[src/rtl/duplex_switch_decider.sv]
module duplex_switch_decider #(
  parameter int W        = 16,
  parameter int RETIRE_N = 3
) (
  input  logic         clk,
  input  logic         rst_n,
  input  logic         three_ch,
  input  logic [3:0]   ch_vld,
  input  logic [W-1:0] ch0_data,
  input  logic [W-1:0] ch1_data,
  input  logic [W-1:0] ch2_data,
  input  logic [W-1:0] ch3_data,
  output logic [W-1:0] out_data,
  output logic         out_vld,
  output logic         fail_det,
  output logic         pair_act,
  output logic [1:0]   pair_ret
);
  localparam int CW = $clog2(RETIRE_N + 1);
  localparam logic [CW-1:0] LAST = CW'(RETIRE_N - 1);

  logic [CW-1:0] cnt_q [2];
  logic [1:0]    ret_q, ret_n, alive, ok, mm;
  logic [3:0]    need;
  logic          act_q, act_n, fail_q, go, eq0, eq1, shared;
  logic          sel_vld;
  logic [W-1:0]  sel_data;
  logic [W-1:0]  pres [2];

  assign alive   = ~ret_q;
  assign eq0     = ch0_data == ch1_data;
  assign eq1     = three_ch ? (ch1_data == ch2_data) : (ch2_data == ch3_data);
  assign pres[0] = ch0_data;
  assign pres[1] = ch2_data;
  assign ok      = alive & {eq1, eq0};
  assign mm      = alive & ~{eq1, eq0};
  assign need    = {alive[1] & ~three_ch, alive[1],
                    alive[0] | (three_ch & alive[1]), alive[0]};
  assign go      = (|alive) && ((ch_vld & need) == need);
  assign shared  = three_ch && (&alive) && !eq0 && !eq1 && (ch0_data == ch2_data);

  always_comb begin
    sel_vld  = 1'b0;
    sel_data = pres[act_q];
    if (shared) begin
      sel_vld  = 1'b1;
      sel_data = ch0_data;
    end else if (ok[act_q]) begin
      sel_vld  = 1'b1;
    end else if (ok[~act_q]) begin
      sel_vld  = 1'b1;
      sel_data = pres[~act_q];
    end
  end

  always_comb begin
    for (int i = 0; i < 2; i++)
      ret_n[i] = ret_q[i] | (go & ~shared & mm[i] & (cnt_q[i] == LAST));
    act_n = act_q;
    if (go && !shared && !ok[act_q] && ok[~act_q]) act_n = ~act_q;
    if (ret_n[act_n] && !ret_n[~act_n]) act_n = ~act_n;
  end

  always_ff @(posedge clk) begin
    if (!rst_n) begin
      ret_q    <= '0;
      act_q    <= 1'b0;
      out_vld  <= 1'b0;
      fail_q   <= 1'b0;
      out_data <= '0;
      for (int i = 0; i < 2; i++) cnt_q[i] <= '0;
    end else begin
      ret_q   <= ret_n;
      act_q   <= act_n;
      out_vld <= go & sel_vld;
      fail_q  <= go & ~sel_vld;
      if (go) out_data <= sel_data;
      for (int i = 0; i < 2; i++)
        if (go && !shared && alive[i])
          cnt_q[i] <= mm[i] ? ((cnt_q[i] == LAST) ? cnt_q[i] : cnt_q[i] + 1'b1) : '0;
    end
  end

  assign fail_det = fail_q | (&ret_q);
  assign pair_act = act_q;
  assign pair_ret = ret_q;
endmodule

[config.mk]
export PLATFORM = sky130hd
export DESIGN_NAME = duplex_switch_decider
export DESIGN_NICKNAME = d
export VERILOG_FILES = /design/src/rtl/duplex_switch_decider.sv
export SDC_FILE = /design/constraint.sdc
export NUM_CORES = 1
export LEC_CHECK = 0
export BUFFER_PORTS_ARGS = -buffer_cell sky130_fd_sc_hd__buf_2
export CAP_MARGIN = 10
export CORE_MARGIN = 2
export CORE_UTILIZATION = 53
export CTS_BUF_LIST = sky130_fd_sc_hd__clkbuf_4
export DETAILED_ROUTE_END_ITERATION = 7
export PLACE_DENSITY = 0.88
export SYNTH_ARGS = -nofsm -noshare
export SYNTH_HDL_FRONTEND = slang
export SYNTH_SLANG_ARGS = --single-unit
[constraint.sdc]
create_clock -name clk -period 4.9 [get_ports clk]
set_clock_uncertainty 0.1 [all_clocks]
set_input_delay 1.225 -clock clk [delete_from_list [all_inputs] [get_ports clk]]
set_output_delay 1.225 -clock clk [all_outputs]
set_load 0.02 [all_outputs]
After elaboration in Yosys (flattened, before gate mapping). Memory sizes are Yosys's and may differ from the RTL's. Cells that the tools add are included.

Register bits after elaboration: 21. Bits in latches: 0. Bits in writable memories: 4. ROM bits: 0. Output and inout port bits: 21. Memories: 1.

Memory list: cnt_q (depth 2, width 2, rd ports 2, clocked after Yosys merged registers in 0, wr ports 2, line 22) `logic [CW-1:0] cnt_q [2];`.

Add/subtract/negate cells: 2. Multiply operators: 0. Divide/modulo/power cells: 0. Order comparisons: 6. Equality and inequality tests: 7. Shift-type cells: 0. Muxes and demuxes: 36. Bitwise logic cells: 27. Reduce and logical (&&, ||, !) cells: 19.

Operator list (count): 16-bit 2-to-1 mux (9); 16-bit == test (4); 1-bit 2-to-1 mux (21); 2-bit 2-to-1 mux (6); 1-bit logical AND (11); 1-bit bitwise AND (9); 1-bit by 2-bit < comparator with 1-bit output, second input constant (4); 1-bit bitwise OR (6); 1-bit logical NOT (5); 1-bit inverter (5); 2-bit by 1-bit adder with 2-bit output, second input constant (2); 2-bit bitwise AND (2); 4-bit bitwise AND (1); 2-bit == test, second input constant (2); 4-bit == test (1); 2-bit >= comparator, second input constant (2); 1-bit inverter with 2-bit output (2); 2-bit inverter (2); 2-bit AND reduction (2); 2-bit OR reduction (1).

Depth between registers and ports, before layout.
Depth after elaboration: 17. Depth in mapped cells: 10.

Least setup slack after synthesis. Ideal clock, no wire load.

Path kind: input -> register. From: input port three_ch. To: register out_data[2]. Setup time: 0.136 ns. Arrival: 3.069 ns. Setup slack: 1.594 ns. Stages: 10. Cells stage by stage: buf_6 > buf_6 > mux2i_1 > xnor2_1 > nor4_4 > nand4_2 > o311ai_4 > buf_4 > a21bo_1 > a31oi_1.

Longest elaborated chain between the ends: 7. Elaborated cells on any way between the ends: 21. Those cells by class: eq/ne (1); mux (8); bitwise (6); reduce/logical (6).

Ends and longest elaborated chain: start: declaration (line 7) `input logic three_ch,`; 1-bit 2-to-1 mux (line 32) `assign eq1 = three_ch ? (ch1_data == ch2_data) : (ch2_data == ch3_data);`; 2-bit bitwise AND (line 35) `assign ok = alive & {eq1, eq0};`; 1-bit 2-to-1 mux (implied by the code) (2 in a row) (line 50) `end else if (ok[~act_q]) begin`; 16-bit 2-to-1 mux (line 50); 16-bit 2-to-1 mux (line 48) `end else if (ok[act_q]) begin`; 16-bit 2-to-1 mux (line 45) `if (shared) begin`; end signal: assignment (line 77) `if (go) out_data <= sel_data;`; end: declaration (line 13) `output logic [W-1:0] out_data,`.

Parallel ways exist; a longest one is shown, timed or not. The select of a mux whose other input is x is not followed. A chain may end at the register's enable or synchronous reset.

Worst setup path after layout.
From: input port three_ch. To: register out_data[1].

The elaborated chain is that of the path after synthesis.

==> metrics.log <==
INFO  metric timing_worst_setup_path_type = in2reg
INFO  metric synth.yosys.seq_area_share = 26.0%
INFO  metric die-width = 66.7 um
INFO  metric globalRouteOverflowTotal = 0
INFO  metric internal_dissipation = 337 uW
INFO  metric cts_setup_buffers = 0
INFO  metric final.period_utilization = 78.7%
INFO  metric finished_cell_area = 0.00259 mm2
INFO  metric maxSlewHeadroom = 59.5%
INFO  metric pwr-share-clk = 20.7%
INFO  metric combinationalPowerShare = 34.7%
INFO  metric first_global_vias = 2018
INFO  metric clock_tree.root_cell = clkbuf_4
INFO  metric worst_path_max_delay_cell = o311ai_4
INFO  metric critical_path.n_buffers_inverters = 2
INFO  metric worst_path_dominant_cell_family = simple AND/OR/NAND/NOR gates
INFO  metric route.detailed.drc = 0
INFO  metric setup-tns-final = 0 ns
INFO  metric mostFrequentLayoutCells = buf_2 (91), xnor2_1 (32), dfxtp_1 (21)
INFO  metric max_slew.worst_pin.slew = 0.607 ns
INFO  metric vias = 2166
INFO  metric netlist_area = 0.00208 mm2
INFO  metric final_core_util = 69.8%
INFO  metric yosysWarningCount = 0
INFO  metric clock-sinks = 25
INFO  metric finalCriticalPeriod = 3.85 ns
INFO  metric worstSetupStartpointType = input pin
INFO  metric place_inst = 359
INFO  metric synth_enable_flop_cells = 4
INFO  metric clock_latency = 0.32 ns
INFO  metric pwr_density_cell = 195 mW/mm2
INFO  metric finalHoldViolations = 0
INFO  metric grt_pass1_wl = 9580 um
INFO  metric drt_first_pass_iters = 5
INFO  metric groute.usage.overall = 28.5%
INFO  metric p_sw_share = 33.6%
INFO  metric cts-buffers-inserted = 3
INFO  metric worstPathRequired = 5.06 ns
INFO  metric vdd.ir_drop.worst = 0.0970 mV
INFO  metric path_cells = buf_2, mux2i_1, xnor2_1, nor4_1, nand4_2, o311ai_4, buf_12, nand3_1, a31oi_1
INFO  metric rsz0062_at_grt = false
INFO  metric arrival = 4.01 ns
INFO  metric final-setup-viol-count = 0
INFO  metric fmax = 259 MHz
INFO  metric post_route_cells_drive_above_1_share = 34.0%
INFO  metric cpPeakStageDelay = 0.64 ns
INFO  metric dp_hpwl = 5000 um
INFO  metric post_drt_wl_per_cell = 17.3 um
INFO  metric synth_fp_nets = 303
INFO  metric cap_viol_max_count = 0
INFO  metric top_level_ports = 92
INFO  metric fp.dieH = 66.7 um
INFO  metric post_dp_cell_area = 0.00256 mm2
INFO  metric fp-row-count = 22
INFO  metric final_max_tran_viols = 0
INFO  metric drt_first_iter_violations = 175
INFO  metric final_antenna_net_count = 0
INFO  metric outcome = completed
INFO  metric cts_hold_buffers = 0
INFO  metric final_cell_count_no_fill = 363
INFO  metric async_flop_share = 0%
INFO  metric grt_antenna_before_repair = 0
INFO  metric crit_fanout = 22
INFO  metric flow.area_growth_from_synthesis = 24.6%
INFO  metric synth.avg_cell_area = 9.05 um2
INFO  metric place.port_buffers = 91
INFO  metric layout_commonest_cell = buf_2
INFO  metric timing.reg2reg.setup_slack = 2.16 ns
INFO  metric core_area = 0.00372 mm2
INFO  metric path_clk_slew = 0.15 ns
INFO  metric insertedDiodeCount = 0
INFO  metric vias_per_cell = 5.97
INFO  metric cts_resized = 0
INFO  metric initial_core_util = 56.0%
INFO  metric p_sw = 170 uW
INFO  metric cts_buffer_depth = 2
INFO  metric power.leakage = 1.21 nW
INFO  metric grt_start_max_net_pins = 27
INFO  metric share_of_power_burned_in_registers = 44.5%
INFO  metric syn-instance-count = 230
INFO  metric gp_congestion = 0.907
INFO  metric worstHoldPathType = reg2reg
INFO  metric wire_length_reported_by_the_detailed_router = 6290 um
INFO  metric critical_path.endpoint_type = flip-flop
INFO  metric yosys_register_bits = 25
INFO  metric h-tree-depth = 1
INFO  metric design.final.nets = 389
INFO  metric die-area = 0.00444 mm2
INFO  metric ys_types = 43
INFO  metric ys_dominant_reg_cell = dfxtp_1
INFO  metric tritoncts_clock_tree = yes
[cell usage after synthesis (2+ instances only)]
cell type / number / area [um2]
a21oi_1: 2 / 10.0
ha_1: 2 / 25.0
and4_1: 2 / 17.5
o21ai_0: 18 / 90.1
a31oi_1: 19 / 119
xor2_1: 16 / 140
xnor2_1: 32 / 280
dfxtp_1: 21 / 420
and2_1: 2 / 12.5
nand4_1: 5 / 31.3
a21bo_1: 16 / 160
nand3_1: 19 / 95.1
nand2_1: 2 / 7.51
edfxtp_1: 4 / 120
clkbuf_1: 5 / 18.8
o21ai_1: 2 / 10.0
buf_6: 4 / 45.0
buf_2: 3 / 15.0
nor2_1: 2 / 7.51
mux2i_1: 16 / 160
a21o_1: 2 / 15.0
inv_1: 7 / 26.3
nor3_1: 2 / 10.0
nor4_1: 8 / 50.1
[tightest hold or removal path: stages, from the launching register on]
cell and delay [ns]:
dfxtp_1 0.34, o21ai_0 0.15, a31oi_1 0.04
[path summary, 6_finish.rpt]
path | startpoint | to | cells past startpoint
setup / recovery | three_ch | out_data[1]$_SDFFE_PN0P_ | 9
hold / removal | out_data[3]$_SDFFE_PN0P_ | out_data[3]$_SDFFE_PN0P_ | 2
setup reg to reg | pair_ret[1]$_SDFF_PN0_ | out_data[12]$_SDFFE_PN0P_ | 8
hold reg to reg | out_data[3]$_SDFFE_PN0P_ | out_data[3]$_SDFFE_PN0P_ | 2
[power groups by stage]
stage | logic [mW] | clock network (mW) | registers [mW]
2_1_floorplan | 0.0934 | 0 | 0.240
3_3_place_gp | 0.170 | 0 | 0.229
3_5_place_dp | 0.174 | 0 | 0.230
4_1_cts | 0.175 | 0.103 | 0.226
5_1_grt | 0.190 | 0.115 | 0.227
6_report | 0.176 | 0.105 | 0.226
[per-layer routing]
metal	track usage (%)	vias up	wire length, um
met5	0	-	0
met4	12.8	0	188
met3	3.72	25	539
met2	48.6	122	3100
met1	35.6	984	2460
li1	-	1035	-
[final cells by class]
| type | instances | area (um2) |
|---|---|---|
| multi-input cells | 185 | 1450 |
| well taps | 48 | 60.1 |
| repair buffers | 94 | 490 |
| fillers | 304 | 1120 |
| inverters | 7 | 26.3 |
| flip-flops and latches | 25 | 541 |
| clock buffers | 4 | 30.0 |
[cells by family (layout without fill, tap and decap cells)]
logic type / after synthesis / in the layout / synth area share, %
AND/OR/NAND/NOR: 50 / 50 / 15.0
adder cells (fa/ha/maj): 2 / 2 / 1.20
XOR/XNOR: 48 / 48 / 20.2
flip-flops: 25 / 25 / 26.0
AO/OA/AOI/OAI: 69 / 69 / 24.5
buffers and inverters: 20 / 105 / 5.41
multiplexers: 16 / 16 / 7.70
[per-stage QoR]
stage / hold WS (ns) / total power [mW] / setup WS [ns]
after global routing: 0.468 / 0.531 / 0.931
after global placement: 0.432 / 0.399 / 0.910
after CTS: 0.454 / 0.504 / 1.07
final: 0.455 / 0.507 / 1.05
after detailed placement: 0.430 / 0.404 / 0.753
after floorplan: 0.438 / 0.333 / 1.59
[registers in the layout, indices dropped and copies added, names as in the netlist]
name      cells
cnt_q         4
fail_q        1
out_vld       1
pair_ret      2
pair_act      1
out_data     16
(Power assumes the default switching activity.)
